## src/rtl/can_mode_pkg.sv

```systemverilog
package can_mode_pkg;
  typedef enum logic [1:0] {
    MODE_INIT   = 2'd0,
    MODE_NORMAL = 2'd1,
    MODE_SLEEP  = 2'd2,
    MODE_BUSOFF = 2'd3
  } mode_t;
endpackage

```

## src/rtl/can_recov_counter.sv

```systemverilog
// Counts runs of consecutive recessive bits while bus-off is active.
module can_recov_counter #(
  parameter int RUN_LEN   = 11,
  parameter int RUN_COUNT = 128
) (
  input  logic clk,
  input  logic rst_n,
  input  logic enable,
  input  logic clear,
  input  logic bit_stb,
  input  logic rx_bit,
  output logic done
);
  localparam int RUN_W = $clog2(RUN_LEN + 1);
  localparam int CNT_W = $clog2(RUN_COUNT + 1);
  localparam logic [RUN_W-1:0] RUN_LAST = RUN_W'(RUN_LEN - 1);
  localparam logic [CNT_W-1:0] CNT_FULL = CNT_W'(RUN_COUNT);

  logic [RUN_W-1:0] run_q;
  logic [CNT_W-1:0] cnt_q;

  always_ff @(posedge clk or negedge rst_n) begin
    if (!rst_n) begin
      run_q <= '0;
      cnt_q <= '0;
    end else if (clear || !enable) begin
      run_q <= '0;
      cnt_q <= '0;
    end else if (bit_stb && (cnt_q != CNT_FULL)) begin
      if (!rx_bit) begin
        run_q <= '0;
      end else if (run_q == RUN_LAST) begin
        run_q <= '0;
        cnt_q <= cnt_q + 1'b1;
      end else begin
        run_q <= run_q + 1'b1;
      end
    end
  end

  assign done = (cnt_q == CNT_FULL);
endmodule

```

## src/rtl/can_wake_detect.sv

```systemverilog
// Detects recessive-to-dominant edges on the strobed receive line.
module can_wake_detect (
  input  logic clk,
  input  logic rst_n,
  input  logic bit_stb,
  input  logic rx_bit,
  input  logic in_sleep,
  output logic activity,
  output logic wake_evt
);
  logic prev_q;

  always_ff @(posedge clk or negedge rst_n) begin
    if (!rst_n) begin
      prev_q <= 1'b1;
    end else if (bit_stb) begin
      prev_q <= rx_bit;
    end
  end

  assign activity = bit_stb && prev_q && !rx_bit;

  always_ff @(posedge clk or negedge rst_n) begin
    if (!rst_n) begin
      wake_evt <= 1'b0;
    end else begin
      wake_evt <= activity && in_sleep;
    end
  end
endmodule

```

## src/rtl/can_mode_fsm.sv

```systemverilog
// Mode state machine with init-request priority.
module can_mode_fsm
  import can_mode_pkg::*;
(
  input  logic  clk,
  input  logic  rst_n,
  input  logic  tec_over,
  input  logic  activity,
  input  logic  recov_done,
  input  logic  req_init_set,
  input  logic  req_init_clr,
  input  logic  req_sleep_set,
  input  logic  req_sleep_clr,
  input  logic  req_recover,
  input  logic  auto_busoff,
  input  logic  auto_wake,
  output mode_t mode
);
  mode_t mode_d;

  always_comb begin
    mode_d = mode;
    if (req_init_set) begin
      mode_d = MODE_INIT;
    end else begin
      unique case (mode)
        MODE_INIT: begin
          if (req_init_clr)       mode_d = MODE_NORMAL;
          else if (req_sleep_set) mode_d = MODE_SLEEP;
        end
        MODE_NORMAL: begin
          if (tec_over)           mode_d = MODE_BUSOFF;
          else if (req_sleep_set) mode_d = MODE_SLEEP;
        end
        MODE_SLEEP: begin
          if (activity && auto_wake) mode_d = MODE_NORMAL;
          else if (req_sleep_clr)    mode_d = MODE_NORMAL;
        end
        MODE_BUSOFF: begin
          if (recov_done && (auto_busoff || req_recover)) mode_d = MODE_NORMAL;
        end
        default: mode_d = MODE_INIT;
      endcase
    end
  end

  always_ff @(posedge clk or negedge rst_n) begin
    if (!rst_n) mode <= MODE_INIT;
    else        mode <= mode_d;
  end
endmodule

```

## src/rtl/can_mode_ctrl.sv

```systemverilog
module can_mode_ctrl
  import can_mode_pkg::*;
#(
  parameter int TEC_W     = 9,
  parameter int TEC_LIMIT = 255,
  parameter int RUN_LEN   = 11,
  parameter int RUN_COUNT = 128
) (
  input  logic             clk,
  input  logic             rst_n,
  input  logic [TEC_W-1:0] tec,
  input  logic             rx_bit,
  input  logic             bit_stb,
  input  logic             req_init_set,
  input  logic             req_init_clr,
  input  logic             req_sleep_set,
  input  logic             req_sleep_clr,
  input  logic             req_recover,
  input  logic             auto_busoff,
  input  logic             auto_wake,
  output logic [1:0]       mode,
  output logic             bus_off,
  output logic             recov_done,
  output logic             wake_evt
);
  localparam logic [TEC_W-1:0] TEC_THR = TEC_W'(TEC_LIMIT);

  mode_t mode_q;
  logic  tec_over;
  logic  activity;

  assign tec_over = (tec > TEC_THR);

  can_mode_fsm fsm_i (
    .clk          (clk),
    .rst_n        (rst_n),
    .tec_over     (tec_over),
    .activity     (activity),
    .recov_done   (recov_done),
    .req_init_set (req_init_set),
    .req_init_clr (req_init_clr),
    .req_sleep_set(req_sleep_set),
    .req_sleep_clr(req_sleep_clr),
    .req_recover  (req_recover),
    .auto_busoff  (auto_busoff),
    .auto_wake    (auto_wake),
    .mode         (mode_q)
  );

  can_recov_counter #(
    .RUN_LEN  (RUN_LEN),
    .RUN_COUNT(RUN_COUNT)
  ) recov_i (
    .clk    (clk),
    .rst_n  (rst_n),
    .enable (mode_q == MODE_BUSOFF),
    .clear  (req_init_set),
    .bit_stb(bit_stb),
    .rx_bit (rx_bit),
    .done   (recov_done)
  );

  can_wake_detect wake_i (
    .clk     (clk),
    .rst_n   (rst_n),
    .bit_stb (bit_stb),
    .rx_bit  (rx_bit),
    .in_sleep(mode_q == MODE_SLEEP),
    .activity(activity),
    .wake_evt(wake_evt)
  );

  assign mode    = mode_q;
  assign bus_off = (mode_q == MODE_BUSOFF);
endmodule

```

## config.mk

```make
export PLATFORM = sky130hd
export DESIGN_NAME = can_mode_ctrl
export DESIGN_NICKNAME = d
export VERILOG_FILES = /design/src/rtl/can_mode_pkg.sv /design/src/rtl/can_recov_counter.sv /design/src/rtl/can_wake_detect.sv /design/src/rtl/can_mode_fsm.sv /design/src/rtl/can_mode_ctrl.sv
export SDC_FILE = /design/constraint.sdc
export NUM_CORES = 1
export LEC_CHECK = 0
export ABC_AREA = 1
export BUFFER_PORTS_ARGS = -buffer_cell sky130_fd_sc_hd__buf_2
export CORE_ASPECT_RATIO = 1.5
export CORE_UTILIZATION = 47
export CTS_BUF_LIST = sky130_fd_sc_hd__clkbuf_16
export DETAILED_ROUTE_END_ITERATION = 12
export HOLD_SLACK_MARGIN = 0.15
export MAX_ROUTING_LAYER = met4
export PLACE_DENSITY = 0.78
export SYNTH_ARGS = -nofsm -noshare
export SYNTH_HDL_FRONTEND = slang
export SYNTH_SLANG_ARGS = --single-unit
```

## constraint.sdc

```tcl
create_clock -name clk -period 1.4 [get_ports clk]
set_clock_uncertainty 0.1 [all_clocks]
set_input_delay 0.21 -clock clk [delete_from_list [all_inputs] [get_ports clk]]
set_output_delay 0.21 -clock clk [all_outputs]
set_load 0.01 [all_outputs]
```

### Yosys cells after proc, flatten, opt, wreduce, memory -nomap -nowiden

Cells that the tools add are included.

| word-level totals | value |
|---|---|
| register bits after elaboration | 16 |
| input bits | 20 |
| output and inout bits | 5 |

| operators by class | value |
|---|---|
| $add $sub $neg | 2 |
| order comparisons | 1 |
| eq/ne operators | 8 |
| mux-type cells | 16 |
| reductions and logical operators | 16 |

Operator list:

| kind | count |
|---|---|
| two-way mux 8 bit | 4 |
| two-way mux 4 bit | 4 |
| two-way mux 2 bit | 7 |
| > comparator 9 x 8 -> 1 bit, second input constant | 1 |
| adder 8 x 1 -> 8 bit, second input constant | 1 |
| == test 8 bit, second input constant | 1 |
| != test 8 bit, second input constant | 1 |
| one-hot mux 2 bit (4 select lines) | 1 |
| logical AND 1 bit | 6 |
| nonzero test 2 bit | 3 |
| adder 4 x 1 -> 4 bit, second input constant | 1 |
| == test 2 bit, second input constant | 2 |
| == test 4 bit, second input constant | 1 |
| != test 4 bit, second input constant | 1 |
| != test 3 bit, second input constant | 1 |
| AND reduction 3 bit | 1 |
| == test 2 x 1 -> 1 bit, second input constant | 1 |
| logical NOT 1 bit | 2 |
| logical NOT 2 bit | 1 |
| logical OR 1 bit | 2 |
| AND reduction 2 bit | 1 |

### Longest topological paths before layout

| logic depth | value |
|---|---|
| depth in word-level cells | 6 |
| gate-level depth with buffers | 8 |
| mapped depth without buffers | 8 |

### Modules after synthesis

A second synthesis with hierarchy kept.

| unflattened totals | value |
|---|---|
| cell total of the unflattened synthesis | 169 |
| area, all modules | 1174.9 um2 |

Modules (own cells, without submodules):

| module | times used | cells each | area an instance (um2) | seq. area each (um2) |
|---|---|---|---|---|
| can_recov_counter | 1 | 125 | 878.3 | 300.3 |
| can_mode_fsm | 1 | 30 | 187.7 | 50.0 |
| can_wake_detect | 1 | 9 | 87.6 | 51.3 |
| can_mode_ctrl | 1 | 5 | 21.3 | 0.0 |

### Least setup slack after synthesis

No wires, ideal clock.

| timing path | value |
|---|---|
| path type | register -> register |
| from | reg recov_i.cnt_q[0] |
| to | reg recov_i.run_q[3] |
| setup time | 0.126 ns |
| arrival | 1.196 ns |
| data required time | 1.174 ns |
| path slack | -0.022 ns |
| cell stages (with the launch flop) | 8 |
| buffers on the path | 0 |
| cell sequence | dfrtp_1 inv_1 ha_1 nand3_1 o21ai_4 inv_1 nand3_1 o21ai_0 |

| on the way | value |
|---|---|
| longest elaborated chain between the ends | 3 |

RTL lines:

| element | line | source |
|---|---|---|
| start: declaration | can_recov_counter.sv:20 | `logic [CNT_W-1:0] cnt_q;` |
| start signal: assignment | can_recov_counter.sv:34 | `cnt_q <= cnt_q + 1'b1;` |
| != test 8 bit | can_recov_counter.sv:29 | `end else if (bit_stb && (cnt_q != CNT_FULL)) begin` |
| logical AND 1 bit | can_recov_counter.sv:29 |  |
| nonzero test 2 bit (no source line) | -- |  |
| end signal: assignment | can_recov_counter.sv:36 | `run_q <= run_q + 1'b1;` |
| end: declaration | can_recov_counter.sv:19 | `logic [RUN_W-1:0] run_q;` |

Every way passes these cells.
A chain may end at the register's enable or synchronous reset.

### Worst setup path in the final report

| timing path | value |
|---|---|
| from | reg recov_i.run_q[0] |
| to | reg recov_i.cnt_q[5] |

| on the way | value |
|---|---|
| longest elaborated chain between the ends | 3 |

RTL lines:

| element | line | source |
|---|---|---|
| == test 4 bit | can_recov_counter.sv:32 | `end else if (run_q == RUN_LAST) begin` |
| nonzero test 2 bit (no source line) | -- |  |
| AND reduction 3 bit (no source line) | -- |  |

Every way passes these cells.

==> results.tsv <==
metric	value	unit
p_per_area	771	mW/mm^2
numPortBuffers	16	
hold_viol	0	
final_util	77.4	%
finalWirelength	3130	um
cp.required	1.49	ns
track_usage	27.4	%
ios	25	
seq_area	403	um^2
hpwl	1820	um
ys_types	23	
grt_pass1_wl	4370	um
leakage	0.000798	uW
post-route-period-util	110	%
endpoint_kind	register	
slew_violations	0	
clock_latency	0.25	ns
arrival	1.62	ns
cts_tree	yes	
setup_slack	-0.138	ns
path_class	reg2reg	
place_congestion	0.878	
grt_max_degree	17	
clock_sinks	16	
start_util	50.8	%
die_width	40.5	um
drc	0	
num_rows	20	
vias	1145	
antennaDiodeCount	0	
layout_commonest_cell	nand2_1	
yosysTopAreaCell	dfrtp_1	
async_reset_ff_share	100	%
start_kind	register	
drt_iter0_drc	53	
critPathMaxFanout	4	
numCtsBuffers	3	
syn_nets	160	
die_h	59.7	um
htreeDepth	1	
die_area	0.00241	mm^2
fmax	650	MHz
overflow	0	
failed_checks	setup timing	
synth_area_leaders	dfrtp_1 (36%), nand2_1 (13%), nand3_1 (7.7%), nor2_1 (6.5%), inv_1 (5.8%)	
drive_gt1_share	45.8	%
ir_worst_vdd	543	uV
syn2layout_area_growth	52.5	%
syn_area	0.00104	mm^2
synth_area_per_cell	7.66	um^2
nFillCells	130	
final_nets	204	
ys_seq_elements	16	
viasPerCell	5.70	
yosysSeqAreaShare	38.5	%
maxCapViolations	0	
hold_path_class	in2reg	
slew_headroom	75.1	%
ant_nets	0	
status	finished, violations left	
post_drt_wl_per_cell	15.6	um
clk_path_buf_depth	2	
synth_edf_count	0	
worst_pin_slew	0.373	ns
core_area	0.00205	mm^2
synthCells	136	
netlist.area_leader.share	36.0	%
synth_top_flop_cell	dfrtp_1	
grt_pass1_vias	1052	
rsz0062_at_grt	yes	
ys.warnings.count	0	
final_cell_mix	nand2_1 (22), buf_4 (17), nor2_1 (16), buf_2 (16), dfrtp_1 (14)	
antenna_found_initial	0	
drt-pass1-iter-count	4	
setup_viol	12	
dp_slack	-0.115	ns
root_buffer	clkbuf_16	
multi_input_area	743	um^2
period_minus_slack	1.54	ns
clk_pin_slew	0.05	ns
[what timing repair did]
action | in CTS | in global routing
setup endpoints to repair | 13 | 13
endpoints found under the hold margin | 17 | 0
gates resized for setup | 24 | 20
setup buffers | 3 | 2
pin swaps | 17 | 9
hold buffers | 2 | 0
[routing by layer]
metal	share of wire [%]	track usage [%]	routed length [um]
met1	39	27.2	1210
met2	54	48.5	1690
met3	5.0	4.09	157
met4	2.3	13.3	71
met5	0	-	0
[where the power goes]
part	leakage, uW	total (uW)	switching [uW]	internal (uW)
combinational	0.000544	176	105	70.9
sequential	0.000216	485	8.23	477
clock	0.0000385	564	184	379
total	0.000798	1220	298	927
[worst paths after layout]
path                                               from                           end  slack [ns]  depth (start not counted)
min in group asynchronous                         rst_n  recov_i.cnt_q[1]$_DFFE_PN0P_        0.31                          2
setup / recovery           recov_i.run_q[0]$_DFFE_PN0P_  recov_i.cnt_q[5]$_DFFE_PN0P_       -0.14                          8
hold / removal                             req_init_set     fsm_i.mode[0]$_DFFE_PN0P_        0.15                          2
setup reg to reg           recov_i.run_q[0]$_DFFE_PN0P_  recov_i.cnt_q[5]$_DFFE_PN0P_       -0.14                          8
hold reg to reg               wake_i.prev_q$_DFFE_PN1P_     wake_i.prev_q$_DFFE_PN1P_        0.43                          2
max in group asynchronous                         rst_n     wake_i.prev_q$_DFFE_PN1P_        0.58                          2
[state kept, by name, summed over array words and instances (netlist names)]
| name | flops |
|---|---|
| recov_i.cnt_q | 8 |
| recov_i.run_q | 4 |
| fsm_i.mode | 2 |
| wake_i.prev_q | 1 |
| wake_i.wake_evt | 1 |
[cell usage after synthesis (all sizes together) (2+ instances only)]
cell type  number
nand2          38
nor2           19
inv            17
nand3          17
dfrtp          15
o21ai           8
nand4           6
ha              4
xor2            4
a21oi           2
o21bai          2
[per-stage QoR]
stage          instance area [um^2]  power [uW]  hold WS (ns)  setup TNS [ns]  instances
2_1_floorplan                  1060         563        -0.186               0        136
3_3_place_gp                   1300         632        0.0424          -0.833        191
3_5_place_dp                   1300         638        0.0519           -1.13        191
4_1_cts                        1520        1220         0.151          -0.388        200
5_1_grt                        1590        1270         0.161           -1.95        201
6_report                       1590        1220         0.149           -1.05        201
[worst max-delay path: stages, from the launching register on]
cell	delay (ns)
dfrtp_1	0.39
inv_2	0.09
ha_4	0.15
nand3_4	0.07
o21ai_4	0.25
inv_2	0.08
a21oi_4	0.17
nand2_1	0.10
nand2_2	0.07
[kinds of logic (layout without fill, tap and decap cells)]
| logic type | count (synthesis) | count (layout) | share of synthesized area (%) |
|---|---|---|---|
| AND/OR/NAND/NOR | 82 | 82 | 37.3 |
| XOR/XNOR | 4 | 4 | 3.36 |
| AO/OA/AOI/OAI | 13 | 13 | 9.84 |
| adder cells (fa/ha/maj) | 4 | 4 | 4.80 |
| flip-flops | 16 | 16 | 38.5 |
| buffers and inverters | 17 | 60 | 6.12 |
[cell type report]
class                   instances  share of cell area, %
multi-input cells             103                   46.8
flip-flops and latches         16                   25.4
repair buffers                 39                   17.2
clock buffers                   3                   4.72
inverters                      17                   4.02
well taps                      22                   1.73
clock inverters                 1                  0.236
Power figures use the tool's default switching activity.
